[src/rtl/pc_retstack_pkg.sv]
package pc_retstack_pkg;

    typedef enum logic [2:0] {
        OP_HOLD  = 3'd0,
        OP_INC   = 3'd1,
        OP_LOWB  = 3'd2,
        OP_JUMP  = 3'd3,
        OP_CALL  = 3'd4,
        OP_RET   = 3'd5,
        OP_IRQ   = 3'd6
    } pcs_op_e;

endpackage

[src/rtl/pcs_op_sel.sv]
module pcs_op_sel
    import pc_retstack_pkg::*;
(
    input  logic    irq_req,
    input  logic    ret_req,
    input  logic    jump_req,
    input  logic    jump_is_call,
    input  logic    lowb_we,
    input  logic    inc_req,
    output pcs_op_e op
);

    // fixed priority: interrupt, return, jump/call, byte write, increment
    always_comb begin
        if (irq_req)
            op = OP_IRQ;
        else if (ret_req)
            op = OP_RET;
        else if (jump_req)
            op = jump_is_call ? OP_CALL : OP_JUMP;
        else if (lowb_we)
            op = OP_LOWB;
        else if (inc_req)
            op = OP_INC;
        else
            op = OP_HOLD;
    end

endmodule

[src/rtl/pcs_next_pc.sv]
module pcs_next_pc
    import pc_retstack_pkg::*;
#(
    parameter int PC_W   = 13,
    parameter int DATA_W = 8,
    parameter int PAGE_W = 5,
    parameter int LIT_W  = 11,
    parameter logic [PC_W-1:0] IRQ_VEC = 13'h0004
) (
    input  pcs_op_e           op,
    input  logic [PC_W-1:0]   pc_q,
    input  logic [DATA_W-1:0] lowb_wdata,
    input  logic [PAGE_W-1:0] page_hold,
    input  logic [LIT_W-1:0]  jump_lit,
    input  logic [PC_W-1:0]   stack_top,
    output logic [PC_W-1:0]   pc_d,
    output logic              push,
    output logic              pop
);

    localparam int HI_W  = PC_W - DATA_W;   // bits taken from page on byte write
    localparam int SEL_W = PC_W - LIT_W;    // bits taken from page on jump/call
    localparam logic [PC_W-1:0] PC_ONE = {{(PC_W-1){1'b0}}, 1'b1};

    logic [PC_W-1:0] byte_target;
    logic [PC_W-1:0] jump_target;

    assign byte_target = {page_hold[HI_W-1:0], lowb_wdata};
    assign jump_target = {page_hold[PAGE_W-1 -: SEL_W], jump_lit};

    always_comb begin
        pc_d = pc_q;
        push = 1'b0;
        pop  = 1'b0;
        unique case (op)
            OP_HOLD: pc_d = pc_q;
            OP_INC:  pc_d = pc_q + PC_ONE;
            OP_LOWB: pc_d = byte_target;
            OP_JUMP: pc_d = jump_target;
            OP_CALL: begin
                pc_d = jump_target;
                push = 1'b1;
            end
            OP_RET: begin
                pc_d = stack_top;
                pop  = 1'b1;
            end
            OP_IRQ: begin
                pc_d = IRQ_VEC;
                push = 1'b1;
            end
            default: pc_d = pc_q;
        endcase
    end

endmodule

[src/rtl/pcs_ret_stack.sv]
module pcs_ret_stack #(
    parameter int DEPTH = 8,
    parameter int W     = 13
) (
    input  logic         clk,
    input  logic         rst_n,
    input  logic         push,
    input  logic         pop,
    input  logic [W-1:0] push_data,
    output logic [W-1:0] top_data
);

    localparam int PTR_W = (DEPTH > 1) ? $clog2(DEPTH) : 1;
    localparam logic [PTR_W-1:0] PTR_ONE = {{(PTR_W-1){1'b0}}, 1'b1};

    logic [PTR_W-1:0] wr_ptr;
    logic [PTR_W-1:0] rd_ptr;
    logic [W-1:0]     slot [DEPTH];

    // pointer names the next free slot; it wraps with no flag
    always_ff @(posedge clk or negedge rst_n) begin
        if (!rst_n)
            wr_ptr <= '0;
        else if (push)
            wr_ptr <= wr_ptr + PTR_ONE;
        else if (pop)
            wr_ptr <= rd_ptr;
    end

    assign rd_ptr   = wr_ptr - PTR_ONE;
    assign top_data = slot[rd_ptr];

    for (genvar i = 0; i < DEPTH; i++) begin : g_slot
        always_ff @(posedge clk or negedge rst_n) begin
            if (!rst_n)
                slot[i] <= '0;
            else if (push && (wr_ptr == PTR_W'(i)))
                slot[i] <= push_data;
        end
    end

endmodule

[src/rtl/pc_retstack_top.sv]
module pc_retstack_top
    import pc_retstack_pkg::*;
#(
    parameter int PC_W      = 13,
    parameter int DATA_W    = 8,
    parameter int PAGE_W    = 5,
    parameter int LIT_W     = 11,
    parameter int DEPTH     = 8,
    parameter int PMEM_AW   = 11
) (
    input  logic               clk,
    input  logic               rst_n,
    input  logic               inc_req,
    input  logic               lowb_we,
    input  logic [DATA_W-1:0]  lowb_wdata,
    input  logic [PAGE_W-1:0]  page_hold,
    input  logic               jump_req,
    input  logic               jump_is_call,
    input  logic [LIT_W-1:0]   jump_lit,
    input  logic               ret_req,
    input  logic               irq_req,
    output logic [PC_W-1:0]    pc,
    output logic [DATA_W-1:0]  lowb_rdata,
    output logic [PMEM_AW-1:0] fetch_addr
);

    pcs_op_e         op;
    logic [PC_W-1:0] pc_q;
    logic [PC_W-1:0] pc_d;
    logic [PC_W-1:0] stack_top;
    logic            push;
    logic            pop;

    pcs_op_sel u_sel (
        .irq_req      (irq_req),
        .ret_req      (ret_req),
        .jump_req     (jump_req),
        .jump_is_call (jump_is_call),
        .lowb_we      (lowb_we),
        .inc_req      (inc_req),
        .op           (op)
    );

    pcs_next_pc #(
        .PC_W   (PC_W),
        .DATA_W (DATA_W),
        .PAGE_W (PAGE_W),
        .LIT_W  (LIT_W)
    ) u_next (
        .op         (op),
        .pc_q       (pc_q),
        .lowb_wdata (lowb_wdata),
        .page_hold  (page_hold),
        .jump_lit   (jump_lit),
        .stack_top  (stack_top),
        .pc_d       (pc_d),
        .push       (push),
        .pop        (pop)
    );

    pcs_ret_stack #(
        .DEPTH (DEPTH),
        .W     (PC_W)
    ) u_stack (
        .clk       (clk),
        .rst_n     (rst_n),
        .push      (push),
        .pop       (pop),
        .push_data (pc_q),
        .top_data  (stack_top)
    );

    // address register; reset goes to the reset vector
    always_ff @(posedge clk or negedge rst_n) begin
        if (!rst_n)
            pc_q <= '0;
        else
            pc_q <= pc_d;
    end

    assign pc         = pc_q;
    assign lowb_rdata = pc_q[DATA_W-1:0];
    assign fetch_addr = pc_q[PMEM_AW-1:0];

endmodule

[config.mk]
export PLATFORM = sky130hd
export DESIGN_NAME = pc_retstack_top
export DESIGN_NICKNAME = d
export VERILOG_FILES = /design/src/rtl/pc_retstack_pkg.sv /design/src/rtl/pcs_op_sel.sv /design/src/rtl/pcs_next_pc.sv /design/src/rtl/pcs_ret_stack.sv /design/src/rtl/pc_retstack_top.sv
export SDC_FILE = /design/constraint.sdc
export NUM_CORES = 1
export LEC_CHECK = 0
export ABC_AREA = 1
export BUFFER_PORTS_ARGS = -buffer_cell sky130_fd_sc_hd__buf_2
export CAP_MARGIN = 20
export CORE_MARGIN = 4
export CORE_UTILIZATION = 30
export CTS_CLUSTER_SIZE = 16
export DETAILED_ROUTE_END_ITERATION = 6
export GPL_ROUTABILITY_DRIVEN = 0
export HOLD_SLACK_MARGIN = 0.06
export PLACE_DENSITY = 0.55
export SLEW_MARGIN = 40
export SYNTH_ARGS = -nofsm -noshare
export SYNTH_HDL_FRONTEND = slang
export SYNTH_SLANG_ARGS = --single-unit
[constraint.sdc]
create_clock -name clk -period 2.7 [get_ports clk]
set_input_delay 0.135 -clock clk [delete_from_list [all_inputs] [get_ports clk]]
set_output_delay 0.135 -clock clk [all_outputs]
set_load 0.01 [all_outputs]
==> results of run 1 <==
flip-flops by register name, summed over array words and instances (netlist names):
name / flops
pc: 13
u_stack.slot: 104
u_stack.wr_ptr: 3
what timing repair did:
action                     4_1_cts  5_1_grt
hold endpoints to repair        51        0
hold buffers                     6        0
setup endpoints to repair        0        1
gates resized for setup          0        3
cell usage in the layout, fill, tap and decap left out, types with 3 or more instances in the layout:
master	synthesis	routed
a21oi_1	3	3
dlygate4sd3_1	0	6
dfrtp_1	120	119
inv_1	84	84
or2_1	5	5
nand3_2	7	7
clkbuf_16	0	17
nand2_1	277	277
o21ai_1	10	11
clkinv_4	0	5
buf_4	24	15
ha_1	8	8
or2_2	6	6
nor2_1	31	31
clkinvlp_4	0	4
buf_2	23	62
nand3_1	111	111
xor2_1	6	6
o21ai_0	102	101
nand4_1	12	12
inv_2	4	3
clkinv_1	3	3
logic make-up (layout without fill, tap and decap cells):
| logic type | Yosys count | count (layout) | share of synthesized area |
|---|---|---|---|
| and+or+nand+nor | 455 | 455 | 0.305 |
| buffers and inverters | 154 | 210 | 0.111 |
| DFF | 120 | 120 | 0.465 |
| AOI/OAI and AO/OA | 119 | 119 | 0.0940 |
| adders and majority gates | 8 | 8 | 0.0155 |
| xor gates and xnor gates | 7 | 7 | 0.00950 |
how the worst max path moves through the flow:
stage | startpoint | endpoint | slack [ps] | depth (start not counted)
floorplan | u_stack.wr_ptr[0] | pc[0] | 750 | 12
global placement | u_stack.wr_ptr[0] | u_stack.slot[46] | 620 | 4
detailed placement | u_stack.wr_ptr[0] | u_stack.slot[96] | 540 | 4
CTS | u_stack.wr_ptr[0] | pc[5] | 100 | 10
global route | u_stack.wr_ptr[0] | pc[5] | 8 | 11
finish | u_stack.wr_ptr[0] | pc[5] | 120 | 11
power breakdown:
part,total (mW),internal (mW),switching (mW)
registers,3.17,2.58,0.586
clock network,2.31,1.41,0.900
logic,4.25,1.48,2.77
total,9.73,5.48,4.25
layer usage:
metal	global-route usage	share of wire	wire (um)
met5	0	0	0
met4	0.0404	0.0095	182
met3	0.0319	0.047	907
met2	0.265	0.48	9190
met1	0.227	0.46	8840
worst max-delay path, delay by kind of cell, from the launching register on:
kind | cells | cell delay [ps]
adders and majority gates | 1 | 350
buffers and inverters | 4 | 1110
DFF | 1 | 500
and+or+nand+nor | 6 | 470
through the flow:
stage / setup WS [ps] / cell area, um2 / cells
finish: 122 / 7570 / 1194
floorplan: 750 / 6450 / 863
global placement: 624 / 6900 / 1156
detailed placement: 541 / 6900 / 1156
global route: 8.46 / 7570 / 1194
CTS: 95.8 / 7560 / 1194
cell type report:
cell class,instances,area (um2),share of cell area
clock buffers,19,453,0.0598
flip-flops and latches,120,3000,0.397
inverters,92,350,0.0463
multi-input cells,589,2740,0.362
clock inverters,13,148,0.0195
well taps,275,344,0.0454
repair buffers,86,534,0.0706
==> flow_metrics.py, run 1 <==
metrics = {
    "worst_hold_path": {
        "min_delay_path_depth": 5,
        "min_from": "jump_lit[10]",
        "min_delay_worst_endpoint": "pc[10]",
        "hold_path_class": "in2reg",
    },
    "placement": {
        "port-buffer-count": 63,
        "hpwlAfterDp_um": 12300,
    },
    "cts": {
        "clkSinkCount": 120,
        "numCtsBuffers": 17,
        "cts_tree": "yes",
        "clk_latency_ps": 430,
        "cts_buffer_depth": 2,
        "path_clk_slew_ps": 60,
        "cts_root_buf": "clkbuf_16",
        "cts_setup_buffers": 0,
        "cts_max_level": 4,
    },
    "timing": {
        "slew_viol_final": 0,
        "setup_viol": 0,
        "hold_violations": 0,
        "skew_ps": 14.3,
        "tns_ps": 0,
        "rsz0062_at_grt": "no",
        "finalCritPeriodShare": 0.955,
        "relSlewSlack": 0.531,
        "max_freq_mhz": 388,
        "tightest_slew_ps": 703,
        "whs_ps": 80.0,
        "finalCriticalPeriod_ps": 2580,
    },
    "critical_path": {
        "critPathMaxStageDelay_ps": 570,
        "cp_max_fo": 17,
        "r2r_end": "pc[5]",
        "ff2ff_path_depth": 11,
        "r2r-start": "u_stack.wr_ptr[0]",
        "r2r_slack_ps": 120,
        "cp_common_cell": "nand3_1",
        "endpoint_kind": "flop",
        "slowest_stage": "dlygate4sd3_1",
        "required_ps": 3010,
        "path_class": "reg2reg",
        "start_kind": "flop",
        "arrival_ps": 2890,
        "worstPathCellList": "inv_4 -> ha_1 -> clkinv_1 -> buf_4 -> nand3_1 -> nand3_1 -> nand3_1 -> nand4_1 -> dlygate4sd3_1 -> nand2_1 -> nand2_1",
    },
    "floorplan": {
        "die_height_um": 155,
        "fp.dieArea_um2": 23900,
        "start_util": 0.306,
        "core_um2": 21100,
        "io_pins": 64,
        "chipWidth_um": 155,
        "num_rows": 53,
    },
    "power": {
        "power.density_nw_per_um2": 1280,
        "peakVddDrop_mv": 0.496,
        "leakagePower_nw": 3.72,
        "total_power_mw": 9.73,
    },
    "drt": {
        "postRouteAntennaNets": 0,
        "drt_pass1_iterations": 5,
        "vias": 5724,
        "wl_um": 19100,
        "drt-initial-drc-count": 421,
        "drc_errors": 0,
        "wire_per_inst_um": 16.0,
        "viasPerCell": 4.79,
    },
    "yosys": {
        "async_reset_ff_frac": 1.00,
        "synth_seq_cells": 120,
        "synth.distinct_cells": 32,
        "syn_inst": 863,
        "synth_edf_count": 0,
        "synth_area_leader_cell": "dfrtp_1",
        "synth_top_area_share": 0.465,
        "synth_seq_area_share": 0.465,
        "synth_top_cells_by_area": "dfrtp_1 (47%), nand2_1 (16%), nand3_1 (8.6%), o21ai_0 (7.9%), inv_1 (4.9%)",
        "synthTopCellsByCount": "nand2_1 (277), dfrtp_1 (120), nand3_1 (111), o21ai_0 (102), inv_1 (84)",
        "yosysMostFrequentCell": "nand2_1",
        "yosys_most_used_dff": "dfrtp_1",
        "ys_warn_count": 0,
        "syn_area_um2": 6450,
        "avgSynthCellArea_um2": 7.48,
        "synth_nets": 903,
    },
    "global_route": {
        "grt_pass1_wl_um": 30800,
        "track_usage": 0.164,
        "overflow": 0,
        "grt_pass1_vias": 5482,
        "antenna_found_initial": 0,
        "grt_start_max_net_pins": 54,
    },
    "layout": {
        "num_antenna_cells": 0,
        "final_core_util": 0.359,
        "drive_gt1_frac": 0.148,
        "fill_cells": 2265,
        "area_delta_synth_final_pct": 17.3,
        "finalNetCount": 946,
    },
    "run_status": {
        "status": "complete, no violations",
    },
    "run": {
        "drv_cap": 0,
    },
}
Note: power is estimated with default switching activity, not from simulation.
==> run 2: changes to the inputs <==
- PLACE_DENSITY: 0.55 -> unset
==> flow_metrics.py, run 2 (synthesized netlist as in run 1, its figures left out) <==
metrics = {
    "cts": {
        "numCtsBuffers": 17,
        "cts_root_buf": "clkbuf_16",
        "clkSinkCount": 120,
        "cts_max_level": 4,
        "cts.repair.resized": 0,
        "clk_latency_ps": 430,
        "cts_setup_buffers": 0,
        "cts_buffer_depth": 2,
        "ctsHoldBuffers": 4,
        "path_clk_slew_ps": 60,
        "cts_tree": "yes",
    },
    "timing": {
        "relSlewSlack": 0.541,
        "setup_viol": 0,
        "tightest_slew_ps": 688,
        "finalCritPeriodShare": 0.763,
        "finalCriticalPeriod_ps": 2060,
        "whs_ps": 72.2,
        "hold_violations": 0,
        "max_freq_mhz": 486,
        "tns_ps": 0,
        "skew_ps": 7.13,
        "rsz0062_at_grt": "no",
        "slew_viol_final": 0,
    },
    "critical_path": {
        "r2r_end": "u_stack.slot[19]",
        "path_class": "reg2reg",
        "start_kind": "flop",
        "endpoint_kind": "flop",
        "crit_path_start": "u_stack.wr_ptr[0]",
        "r2r_slack_ps": 640,
        "arrival_ps": 2380,
        "required_ps": 3020,
        "cp_max_fo": 26,
        "ff2ff_path_depth": 5,
        "r2r-start": "u_stack.wr_ptr[0]",
    },
    "drt": {
        "drc_errors": 0,
        "postRouteAntennaNets": 0,
        "drt_pass1_iterations": 5,
        "viasPerCell": 4.85,
        "wl_um": 18600,
        "vias": 5805,
        "wire_per_inst_um": 15.5,
        "drt-initial-drc-count": 504,
    },
    "worst_hold_path": {
        "hold_path_class": "in2reg",
        "min_delay_path_depth": 3,
        "min_delay_worst_endpoint": "u_stack.wr_ptr[2]",
        "min_from": "irq_req",
    },
    "layout": {
        "layout_commonest_cell": "nand2_1",
        "top_register": "u_stack.slot",
        "num_antenna_cells": 0,
        "layout.area.seq_um2": 3000,
        "largest_reg_flops": 104,
        "most-common-layout-cells": "nand2_1 (277), dfrtp_1 (119), nand3_1 (111)",
        "instances_no_fill": 1196,
        "fill_cells": 2211,
        "area_delta_synth_final_pct": 17.3,
        "drive_gt1_frac": 0.152,
        "fin_area_um2": 7570,
        "multiInputGateArea_um2": 2750,
        "finalNetCount": 948,
    },
    "power": {
        "leakagePower_nw": 3.72,
        "total_power_mw": 9.77,
        "power.density_nw_per_um2": 1290,
        "peakVddDrop_mv": 0.532,
    },
    "floorplan": {
        "start_util": 0.306,
        "num_rows": 53,
        "die_height_um": 155,
        "fp.dieArea_um2": 23900,
        "core_um2": 21100,
        "io_pins": 64,
        "chipWidth_um": 155,
    },
    "run_status": {
        "status": "complete, no violations",
    },
    "global_route": {
        "antenna_found_initial": 0,
        "track_usage": 0.159,
        "grt_pass1_vias": 5441,
        "overflow": 0,
        "grt_pass1_wl_um": 29800,
        "grt_start_max_net_pins": 121,
    },
    "run": {
        "drv_cap": 0,
    },
    "placement": {
        "place_area_um2": 6920,
        "placed_cells": 1160,
        "hpwlAfterDp_um": 12000,
        "port-buffer-count": 63,
    },
}
==> run 2: changes by cell type in the layout (fill, tap and decap cells not counted), sizes merged <==
cell         delta
bufinv          +1
clkinv          -1
buf             +4
clkinvlp        +1
dlygate4sd3     -2
clkbuf          -1
==> run 2: routing by layer <==
metal	up-vias	share of wire	track usage	wire (um)
met5	-	0	0	0
met4	0	0.023	0.0526	435
met3	40	0.065	0.0383	1200
met2	200	0.44	0.240	8180
met1	2735	0.47	0.224	8740
li1	2830	-	-	-
==> run 2: critical path, cell delays in order (launching register included) <==
cell and delay, ps:
dfrtp_2 410, inv_2 80, buf_4 270, ha_1 250, nand3_2 520, o21ai_0 410
==> run 2: worst max path at each step <==
stage | cells after the start | end | slack, ps
after global routing | 9 | pc[6] | 530
final | 5 | u_stack.slot[19] | 640
after detailed placement | 9 | pc[6] | 510
after floorplan | 12 | pc[0] | 750
after global placement | 9 | pc[6] | 540
after CTS | 9 | pc[6] | 480
==> run 2: area by class of cell <==
type	count	share of cell area
Sequential cell	120	0.397
Multi-Input combinational cell	589	0.362
Timing Repair Buffer	88	0.0697
Clock buffer	18	0.0567
Inverter	92	0.0459
Tap cell	275	0.0454
Clock inverter	14	0.0233
==> run 2: metrics by stage <==
stage,utilization,worst slack (ps)
after CTS,0.359,478
after global placement,0.328,537
after global routing,0.359,528
after detailed placement,0.328,505
final,0.359,641
after floorplan,-,750
==> run 2: power breakdown <==
| part | internal [mW] | leakage, nW | switching, mW |
|---|---|---|---|
| clock network | 1.45 | 0.279 | 0.882 |
| logic | 1.47 | 1.90 | 2.82 |
| registers | 2.58 | 1.55 | 0.566 |
==> run 3: changes to the inputs <==
- clock period: 2.7 -> 2.1 ns (I/O delays scaled with it)
==> flow_metrics.py, run 3 (synthesized netlist as in run 1, its figures left out) <==
metrics = {
    "worst_hold_path": {
        "hold_path_class": "in2reg",
    },
    "global_route": {
        "grt_pass1_wl_um": 31200,
        "grt_start_max_net_pins": 84,
        "antenna_found_initial": 0,
        "overflow": 0,
        "track_usage": 0.165,
        "grt_pass1_vias": 5719,
    },
    "cts": {
        "clk_latency_ps": 430,
        "clkSinkCount": 120,
        "cts_tree": "yes",
        "numCtsBuffers": 17,
        "path_clk_slew_ps": 50,
        "cts_max_level": 4,
        "cts_buffer_depth": 2,
        "cts_root_buf": "clkbuf_16",
    },
    "timing": {
        "fin_ws_ps": 218,
        "tightest_slew_ps": 713,
        "finalCritPeriodShare": 0.896,
        "rsz0062_at_grt": "no",
        "setup_viol": 0,
        "skew_ps": 12.0,
        "finalCriticalPeriod_ps": 1880,
        "tns_ps": 0,
        "max_freq_mhz": 531,
        "relSlewSlack": 0.524,
        "hold_violations": 0,
        "slew_viol_final": 0,
    },
    "critical_path": {
        "r2r_slack_ps": 220,
        "ff2ff_path_depth": 10,
        "crit_family": "buffers and inverters",
        "required_ps": 2410,
        "crit_path_start": "u_stack.wr_ptr[1]",
        "cp_common_cell": "nand3_1",
        "critPathMaxStageDelay_ps": 370,
        "r2r_end": "pc[6]",
        "crit_buf_inv": 3,
        "endpoint_kind": "flop",
        "r2r-start": "u_stack.wr_ptr[1]",
        "start_kind": "flop",
        "path_class": "reg2reg",
        "slowest_stage": "dfrtp_1",
        "cp.depth": 10,
        "worstPathCellList": "inv_1 -> ha_1 -> clkinv_1 -> buf_4 -> nand3_1 -> nand3_1 -> nand3_1 -> nand4_1 -> nand2_1 -> nand2_1",
        "arrival_ps": 2190,
        "endpoint": "pc[6]",
        "cp_max_fo": 7,
    },
    "placement": {
        "preCtsSetupSlack_ps": 222,
        "hpwlAfterDp_um": 13200,
        "port-buffer-count": 63,
    },
    "layout": {
        "num_antenna_cells": 0,
        "largest_reg_flops": 104,
        "multiInputGateArea_um2": 2740,
        "most-common-layout-cells": "nand2_1 (277), dfrtp_1 (119), nand3_1 (111)",
        "top_register": "u_stack.slot",
        "area_delta_synth_final_pct": 23.3,
        "fill_cells": 2210,
        "layout_commonest_cell": "nand2_1",
        "drive_gt1_frac": 0.167,
        "layout.area.seq_um2": 3000,
        "final_core_util": 0.377,
        "finalNetCount": 981,
    },
    "floorplan": {
        "die_height_um": 155,
        "num_rows": 53,
        "fp.dieArea_um2": 23900,
        "start_util": 0.306,
        "io_pins": 64,
        "chipWidth_um": 155,
        "core_um2": 21100,
    },
    "drt": {
        "drc_errors": 0,
        "drt-initial-drc-count": 596,
        "viasPerCell": 4.80,
        "drt_pass1_iterations": 5,
        "wire_per_inst_um": 15.7,
        "postRouteAntennaNets": 0,
        "vias": 5895,
        "wl_um": 19300,
    },
    "power": {
        "peakVddDrop_mv": 0.617,
        "power.density_nw_per_um2": 1680,
        "leakagePower_nw": 3.93,
    },
    "run_status": {
        "status": "complete, no violations",
    },
    "run": {
        "drv_cap": 0,
    },
}
-- run 3: changes by cell type in the layout (fill, tap and decap cells not counted), sizes merged --
cell and delta:
dlygate4sd3 +14, bufinv +3, buf +19, clkinv -1, clkinvlp -3, inv -1
clkbuf +1
-- run 3: layer usage --
metal | up-vias | track usage | share of wire
met5 | - | 0 | 0
li1 | 2892 | - | -
met4 | 0 | 0.0547 | 0.021
met1 | 2770 | 0.233 | 0.47
met2 | 203 | 0.252 | 0.45
met3 | 30 | 0.0353 | 0.064
-- run 3: layout make-up --
type,instances,share of cell area
clock buffer,19,0.0569
clock inverter,12,0.0280
inverter,92,0.0437
multi-input combinational,589,0.344
sequential,120,0.377
tap,275,0.0432
timing repair buffer,121,0.107
-- run 3: per-stage QoR --
stage          total power, mW  hold slack, ps  instances  area (um2)
6_report                  13.3            99.3       1228        7960
3_3_place_gp              9.87            20.9       1179        7100
2_1_floorplan             7.92            -191        863        6450
4_1_cts                   13.4            68.4       1228        7960
3_5_place_dp              9.94            20.5       1179        7100
5_1_grt                   14.4            99.6       1228        7960
-- run 3: worst min path at each step --
stage | slack [ps] | to | cells past startpoint | startpoint
after global placement | 20 | u_stack.slot[35] | 1 | rst_n
after CTS | 70 | pc[2] | 5 | jump_lit[2]
after detailed placement | 20 | u_stack.slot[35] | 1 | rst_n
after floorplan | -190 | pc[0] | 0 | rst_n
final | 100 | pc[4] | 5 | jump_lit[4]
after global routing | 100 | pc[2] | 5 | jump_lit[2]
-- run 3: where the power goes --
part | internal, mW | total (mW) | switching, mW
sequential | 3.32 | 3.99 | 0.672
combinational | 2.20 | 5.99 | 3.79
clock | 2.28 | 3.36 | 1.08
total | 7.80 | 13.3 | 5.54
-- run 3: worst register-to-register path, cell delays in order, from the launching register on --
cell	delay, ps
dfrtp_1	370
inv_1	100
ha_1	350
clkinv_1	240
buf_4	240
nand3_1	80
nand3_1	60
nand3_1	100
nand4_1	100
nand2_1	80
nand2_1	50
-- run 3: timing repair --
action                    CTS  global route
setup buffers               0             0
hold endpoints to repair  130             0
hold buffers               18             0
resized for setup           0             0
